File: src/rtl/zt_pkg.sv
`timescale 1ns/1ps
package zt_pkg;
    localparam int LANES  = 4;
    localparam int LANE_W = 8;
    localparam int WORD_W = LANES * LANE_W;

    typedef enum logic [1:0] {
        OP_NONE  = 2'd0,
        OP_READ  = 2'd1,
        OP_WRITE = 2'd2
    } op_e;

    typedef enum logic [1:0] {
        ST_DESEL = 2'd0,
        ST_READ  = 2'd1,
        ST_WRITE = 2'd2
    } st_e;
endpackage

File: src/rtl/zt_ctrl.sv
`timescale 1ns/1ps
module zt_ctrl
    import zt_pkg::*;
(
    input  logic clk,
    input  logic rst_n,
    input  logic hold,
    input  logic adv,
    input  logic ce0_n,
    input  logic ce1,
    input  logic ce2_n,
    input  logic rd_wr_n,
    output op_e  issue_op
);
    st_e  state_q;
    st_e  state_d;
    logic sel;

    assign sel = !ce0_n && ce1 && !ce2_n;

    // Next state: LOAD_DESEL, LOAD_READ, LOAD_WRITE or ADVANCE (hold state)
    always_comb begin
        state_d = state_q;
        if (!adv) begin
            if (!sel)         state_d = ST_DESEL;
            else if (rd_wr_n) state_d = ST_READ;
            else              state_d = ST_WRITE;
        end
    end

    // State register, frozen while hold is high
    always_ff @(posedge clk or negedge rst_n) begin
        if (!rst_n)     state_q <= ST_DESEL;
        else if (!hold) state_q <= state_d;
    end

    // Output: operation issued into the pipeline this cycle
    always_comb begin
        unique case (state_d)
            ST_DESEL: issue_op = OP_NONE;
            ST_READ:  issue_op = OP_READ;
            ST_WRITE: issue_op = OP_WRITE;
            default:  issue_op = OP_NONE;
        endcase
    end
endmodule

File: src/rtl/zt_pipe.sv
`timescale 1ns/1ps
module zt_pipe
    import zt_pkg::*;
#(
    parameter int ADDR_W = 6
) (
    input  logic              clk,
    input  logic              rst_n,
    input  logic              hold,
    input  op_e               in_op,
    input  logic [ADDR_W-1:0] in_addr,
    input  logic [LANES-1:0]  in_be_n,
    output op_e               s1_op,
    output logic [ADDR_W-1:0] s1_addr,
    output op_e               s2_op,
    output logic [ADDR_W-1:0] s2_addr,
    output logic [LANES-1:0]  s2_be_n
);
    localparam int STAGES = 2;

    op_e               op_q   [STAGES];
    logic [ADDR_W-1:0] addr_q [STAGES];
    logic [LANES-1:0]  be_q   [STAGES];

    always_ff @(posedge clk or negedge rst_n) begin
        if (!rst_n) begin
            for (int i = 0; i < STAGES; i++) op_q[i] <= OP_NONE;
        end else if (!hold) begin
            op_q[0] <= in_op;
            for (int i = 1; i < STAGES; i++) op_q[i] <= op_q[i-1];
        end
    end

    always_ff @(posedge clk) begin
        if (!hold) begin
            addr_q[0] <= in_addr;
            be_q[0]   <= in_be_n;
            for (int i = 1; i < STAGES; i++) begin
                addr_q[i] <= addr_q[i-1];
                be_q[i]   <= be_q[i-1];
            end
        end
    end

    assign s1_op   = op_q[0];
    assign s1_addr = addr_q[0];
    assign s2_op   = op_q[STAGES-1];
    assign s2_addr = addr_q[STAGES-1];
    assign s2_be_n = be_q[STAGES-1];
endmodule

File: src/rtl/zt_mem.sv
`timescale 1ns/1ps
module zt_mem
    import zt_pkg::*;
#(
    parameter int ADDR_W = 6
) (
    input  logic              clk,
    input  logic              hold,
    input  logic              wr_en,
    input  logic [ADDR_W-1:0] wr_addr,
    input  logic [LANES-1:0]  wr_be_n,
    input  logic [WORD_W-1:0] wdata,
    input  logic              rd_en,
    input  logic [ADDR_W-1:0] rd_addr,
    output logic [WORD_W-1:0] fetch_q
);
    localparam int DEPTH = 1 << ADDR_W;

    logic [WORD_W-1:0] mem [DEPTH];
    logic [WORD_W-1:0] fwd;
    logic              same;

    assign same = wr_en && (wr_addr == rd_addr);

    // Per-lane forwarding of the write committing at this same edge
    for (genvar g = 0; g < LANES; g++) begin : g_lane
        assign fwd[g*LANE_W +: LANE_W] = (same && !wr_be_n[g])
                                       ? wdata[g*LANE_W +: LANE_W]
                                       : mem[rd_addr][g*LANE_W +: LANE_W];
    end

    always_ff @(posedge clk) begin
        if (!hold && wr_en) begin
            for (int i = 0; i < LANES; i++) begin
                if (!wr_be_n[i]) mem[wr_addr][i*LANE_W +: LANE_W] <= wdata[i*LANE_W +: LANE_W];
            end
        end
    end

    always_ff @(posedge clk) begin
        if (!hold && rd_en) fetch_q <= fwd;
    end
endmodule

File: src/rtl/zt_sram.sv
`timescale 1ns/1ps
module zt_sram
    import zt_pkg::*;
#(
    parameter int ADDR_W = 6
) (
    input  logic              clk,
    input  logic              rst_n,
    input  logic              hold,
    input  logic              ce0_n,
    input  logic              ce1,
    input  logic              ce2_n,
    input  logic              adv,
    input  logic              rd_wr_n,
    input  logic [3:0]        be_n,
    input  logic [ADDR_W-1:0] addr,
    input  logic [31:0]       wdata,
    input  logic              oe_n,
    output logic [31:0]       rdata,
    output logic              rdata_vld,
    output logic              dq_drive
);
    op_e               issue_op;
    op_e               s1_op;
    op_e               s2_op;
    logic [ADDR_W-1:0] s1_addr;
    logic [ADDR_W-1:0] s2_addr;
    logic [LANES-1:0]  s2_be_n;
    logic [WORD_W-1:0] fetch_q;
    logic [WORD_W-1:0] data_q;
    logic              vld_q;

    zt_ctrl u_ctrl (
        .clk      (clk),
        .rst_n    (rst_n),
        .hold     (hold),
        .adv      (adv),
        .ce0_n    (ce0_n),
        .ce1      (ce1),
        .ce2_n    (ce2_n),
        .rd_wr_n  (rd_wr_n),
        .issue_op (issue_op)
    );

    zt_pipe #(.ADDR_W(ADDR_W)) u_pipe (
        .clk     (clk),
        .rst_n   (rst_n),
        .hold    (hold),
        .in_op   (issue_op),
        .in_addr (addr),
        .in_be_n (be_n),
        .s1_op   (s1_op),
        .s1_addr (s1_addr),
        .s2_op   (s2_op),
        .s2_addr (s2_addr),
        .s2_be_n (s2_be_n)
    );

    zt_mem #(.ADDR_W(ADDR_W)) u_mem (
        .clk     (clk),
        .hold    (hold),
        .wr_en   (s2_op == OP_WRITE),
        .wr_addr (s2_addr),
        .wr_be_n (s2_be_n),
        .wdata   (wdata),
        .rd_en   (s1_op == OP_READ),
        .rd_addr (s1_addr),
        .fetch_q (fetch_q)
    );

    always_ff @(posedge clk or negedge rst_n) begin
        if (!rst_n) begin
            vld_q  <= 1'b0;
            data_q <= '0;
        end else if (!hold) begin
            vld_q <= (s2_op == OP_READ);
            if (s2_op == OP_READ) data_q <= fetch_q;
        end
    end

    assign rdata_vld = vld_q;
    assign dq_drive  = vld_q && !oe_n;
    assign rdata     = dq_drive ? data_q : '0;
endmodule

File: config.mk
export PLATFORM = sky130hd
export DESIGN_NAME = zt_sram
export DESIGN_NICKNAME = d
export VERILOG_FILES = /design/src/rtl/zt_pkg.sv /design/src/rtl/zt_ctrl.sv /design/src/rtl/zt_pipe.sv /design/src/rtl/zt_mem.sv /design/src/rtl/zt_sram.sv
export SDC_FILE = /design/constraint.sdc
export NUM_CORES = 2
export LEC_CHECK = 0
export ABC_CLOCK_PERIOD_IN_PS = 3040
export BUFFER_PORTS_ARGS = -buffer_cell sky130_fd_sc_hd__buf_2
export CAP_MARGIN = 10
export CORE_ASPECT_RATIO = 0.8
export CORE_MARGIN = 2
export CORE_UTILIZATION = 40
export CTS_CLUSTER_DIAMETER = 100
export DETAILED_ROUTE_END_ITERATION = 10
export HOLD_SLACK_MARGIN = 0.1
export PLACE_DENSITY = 0.53
export SYNTH_ARGS = -nofsm -noshare
export SYNTH_HDL_FRONTEND = slang
export SYNTH_SLANG_ARGS = --single-unit
File: constraint.sdc
create_clock -name clk -period 3.04 [get_ports clk]
set_input_delay 0.304 -clock clk [delete_from_list [all_inputs] [get_ports clk]]
set_output_delay 0.304 -clock clk [all_outputs]
set_load 0.02 [all_outputs]
# Word level (Yosys, flattened, before mapping)
# Memories as Yosys holds them, arrays and structs flattened. A register that Yosys moved wholly into a read port is not among the register bits.
# Cells that the tools add are included.
# word_totals
register_bits	39
ramBits	2068
input_bits	51
output_inout_bits	34
wordCells	42
memories	3
# mem_list
name	words	width	read_ports	rd_ports_with_merged_regs	wr	line	rtl
u_mem.mem	64	32	1	1	1	zt_mem.sv:19	logic [WORD_W-1:0] mem [DEPTH];
u_pipe.addr_q	2	6	2	0	2	zt_pipe.sv:22	logic [ADDR_W-1:0] addr_q [STAGES];
u_pipe.be_q	2	4	2	0	2	zt_pipe.sv:23	logic [LANES-1:0] be_q [STAGES];
# op_classes
n_eq_ne	5
muxes	18
n_bitwise	1
reduce_logical	10
# ops
cell	count
32-bit 2-to-1 mux	1
1-bit 2-to-1 mux	13
2-bit by 1-bit == test with 1-bit output, second input constant	3
2-bit 2-to-1 mux	3
1-bit logical AND	5
2-bit == test, second input constant	2
1-bit zero test	4
2-bit one-hot mux with 2 select lines	1
2-bit AND reduction	1
1-bit NOT	1

# Depth between registers and ports, before layout
# logic_depth
ltp_word	7
mapped_depth	10
ltp_nobuf	5

# Cells and area by module
# From an unflattened synthesis, not the netlist that was laid out.
# hier_totals
hier_cells	4110
area_unflattened_um2	83417.5
# by_module_without_submodules
mod	instances	cells_each	area_per_inst_um2	seq_area_each_um2
zt_mem	1	3957	81049.0	62459.9
zt_sram	1	108	1476.4	825.8
zt_pipe	1	33	779.5	700.7
zt_ctrl	1	12	112.6	50.0

# Worst setup path after synthesis
# OpenSTA, ideal clock, no wires.
# synth_timing
path_type	input to register
from	input port hold
to	register u_mem.fetch_q[0] (netlist name)
setup_time_ns	0.421
arrival_ns	2.464
t_required_ns	2.619
setup_slack_ns	0.154
cell_stages	4
path_buffers	1
cell_sequence	clkbuf_1 > inv_1 > nand2_1 > nor2_1
# synth_rtl
item	line	rtl
from (decl)	zt_sram.sv:9	input logic hold,

==> summary.md <==
| Metric | Value |
|---|---|
| Largest net degree at the start of global routing | 66 |
| Vias in the first global route | 42291 |
| Clock Path Buffers | 3 |
| Worst EP arrival | 3590 ps |
| DRC errors left | 0 |
| Distinct cell type count after synthesis | 77 |
| Max FO, Critical Path | 11 |
| Post-DP HPWL | around 160000 um |
| Final Hold Fails | 0 |
| Peak supply drop | between 0.6 and 0.7 mV |
| Wirelength, routed | 246200 um |
| Main synth FF type | edfxtp_1 |
| Max cap viols | 0 |
| Clock sink count | between 2000 and 2500 |
| Fmax achieved | 0.3340 GHz |
| Nets | around 4600 |
| Register-to-Register Path Depth | 7 |
| Mapped Cells | between 3000 and 4000 |
| Status | completed |
| Tightest Pin Transition | 1233 ps |
| Leak pwr | 31.21 nW |
| Fin area | slightly below 100000 um^2 |
| Sequential share of the synthesized area | 77.14% |
| Synth warn | 0 |
| Final core occ | 46.91% |
| Vias | 43607 |
| Most frequent cells in the layout | edfxtp_1, buf_4, mux4_2, nor2_1, clkbuf_16 |
| Total power | 0.06173 W |
| Chip width | ~500 um |
| Chip Height | 411.5 um |
| Share of layout cells above drive strength 1 | 30.22% |
| GRT Residual Overflow | 0 |
| Critical path class | reg2reg |
| Hold path depth | 2 |
| Fillers | between 15000 and 20000 |
| DR WL/cell | 32.90 um |
| Post-synth EDFFs | 2100 |
| RSZ-0062 raised after global routing | false |
| First-pass iteration count of the detailed router | 9 |
| DRT antenna net count | 0 |
| Final min period | about 3000 ps |
| Clock tree root buffer cell | clkbuf_16 |
| Antenna violations before repair | 14 |
| Clock Skew | approximately 55 ps |
| CORE AREA | 206200 um^2 |
| Later-pin clock latency in the skew report | 860 ps |
| Yosys reg bits | 2139 |
| Placed Area | 89920 um^2 |
| Placed Instances | between 7000 and 8000 |
| H-tree levels | 4 |
| CP Capture Type | register |
| Fin crit share | 98.50% |
| Area Overhead vs Synth | 16.52% |
| RD Place Congestion | slightly below 0.9 |
| Worst hold path class | in2reg |
| Commonest non-fill, non-tap cell in the layout | edfxtp_1 |
| I/O pin total | 85 |
| Power Density | between 600 and 700 nW/um^2 |
| Initial core utilization | 40.26% |
| Async SR Flop Fraction | 1.823% |
| Post-Syn Area | a little over 80000 um^2 |
| Port Buf Inserts | 84 |
| Final setup fails | 0 |
| CTS tree | done |
| Startpoint Class | register |
| DRT iter0 DRCs | 6303 |
| Total GRT Usage | a little under a quarter |
| Syn Area/Cell | 20.88 um^2 |
| Crit path required time | roughly 3600 ps |
| Die area | about 210000 um^2 |
| Via density | between 5 and 6 |
| First-pass GRT wire length | roughly 340000 um |
| Rows | approximately 150 |
| Max-slew violations | 0 |
| Slew headroom | between 15 and 20% |
| Net count after synthesis | 4027 |
| Finished Layout Cells | 7483 |
| Clock transition at path regs | 70 ps |
| CTS buffer count | 203 |
| Setup TNS | 0 ps |
[routing by layer]
metal / part of all wire [%] / global-route usage (%) / wire (um)
met1: 45 / 35.50 / 110700
met2: 43 / 33.16 / 107000
met3: 8.9 / 5.095 / 21990
met4: 2.6 / 6.091 / 6361
met5: 0.033 / 0.4716 / 82
[cell families after synthesis]
kind of cell           Yosys count  share of synthesized area, %
flip-flops                    2139                         77.14
AND/OR/NAND/NOR                600                         3.290
XOR/XNOR                         6                       0.06330
AO/OA/AOI/OAI                  337                         2.957
multiplexers                   645                         14.83
buffers and inverters          249                         1.723
[worst max-delay path: stages, from the launching register on]
cell and delay, ps:
edfxtp_1 490, buf_12 260, buf_4 250, mux4_2 540, a22o_1 340, a21oi_1 160
nand4_1 320, a32o_1 340
[area by class of cell]
type / instances / area, um^2 / share of cell area, %
sequential: 2139 / 64040 / 66.20
multi-input combinational: 1588 / 17620 / 18.21
clock buffer: 256 / 5330 / 5.511
timing repair buffer: 645 / 5228 / 5.404
tap: 2718 / 3401 / 3.516
clock inverter: 123 / 1066 / 1.102
inverter: 10 / 37.54 / 0.03881
antenna: 4 / 10.01 / 0.01035
[flip-flops by register name (all words and copies together) (netlist names)]
signal          count
u_mem.mem        2048
data_q             32
u_mem.fetch_q      32
u_pipe.addr_q      12
u_pipe.be_q         8
u_ctrl.state_q      2
u_pipe.s1_op        2
u_pipe.s2_op        2
rdata_vld           1
[cell usage after synthesis (3+ instances only)]
cell,n,share of area [%]
a21o_1,3,0.027
nand3_1,39,0.24
dlygate4sd1_1,3,0.032
mux4_2,427,12
a221o_1,7,0.084
buf_2,94,0.57
inv_1,9,0.041
edfxtp_1,2100,76
buf_4,33,0.30
o2111ai_1,3,0.032
and2_1,33,0.25
o22ai_1,34,0.26
a32o_1,20,0.24
mux4_1,24,0.76
buf_1,14,0.063
a22o_1,21,0.22
nor2_1,285,1.3
nand2b_1,6,0.045
buf_6,22,0.30
dfrtp_1,39,1.2
mux2_2,95,1.3
and3b_1,7,0.074
nor2b_1,8,0.060
o211ai_1,16,0.14
mux2i_1,99,1.2
or2_2,7,0.053
a221oi_1,47,0.50
nor3b_1,7,0.063
nand2_1,139,0.63
a22oi_1,68,0.61
o21ai_0,26,0.16
and3_1,5,0.038
xnor2_1,4,0.042
a211oi_1,21,0.19
a21oi_1,56,0.34
nor3_1,17,0.10
nand4_1,23,0.17
clkbuf_1,65,0.29
[report_power, final]
group | internal (W) | leakage (nW) | switching, W | total, W
sequential | 0.0326 | 19.4 | 0.000161 | 0.0328
combinational | 0.00173 | 8.74 | 0.00253 | 0.00426
clock | 0.0134 | 3.09 | 0.0113 | 0.0247
total | 0.0478 | 31.2 | 0.0140 | 0.0617
[path summary, 6_finish.rpt]
| kind | from | to | slack [ps] |
|---|---|---|---|
| min in group asynchronous | rst_n | data_q[18]$_DFFE_PN0P_ | 540 |
| max in group asynchronous | rst_n | data_q[6]$_DFFE_PN0P_ | 1160 |
| worst max register to register | u_pipe.addr_q[0][2]$_DFFE_PN_ | u_mem.fetch_q[1]$_DFFE_PP_ | 50 |
| worst max-delay path | u_pipe.addr_q[0][2]$_DFFE_PN_ | u_mem.fetch_q[1]$_DFFE_PP_ | 50 |
| worst min-delay path | wdata[10] | u_mem.mem[32][10]$_DFFE_PP_ | 160 |
| worst min register to register | u_pipe.be_q[0][1]$_DFFE_PN_ | u_pipe.be_q[0][5]$_DFFE_PN_ | 420 |
[timing repair]
item	in CTS	in global routing
hold buffers	36	0
buffers inserted	0	1
gates resized for setup	0	1
endpoints found under the hold margin	467	0
endpoints found under the setup margin	0	2
[per-stage QoR]
stage                     worst slack [ps]  hold slack (ps)
after floorplan                      154.4            8.409
after global placement               55.52            403.7
after detailed placement             48.26            406.1
after CTS                           0.6075            108.1
after global routing                 24.62            137.0
final                                45.60            161.2
Power figures use the tool's default switching activity.
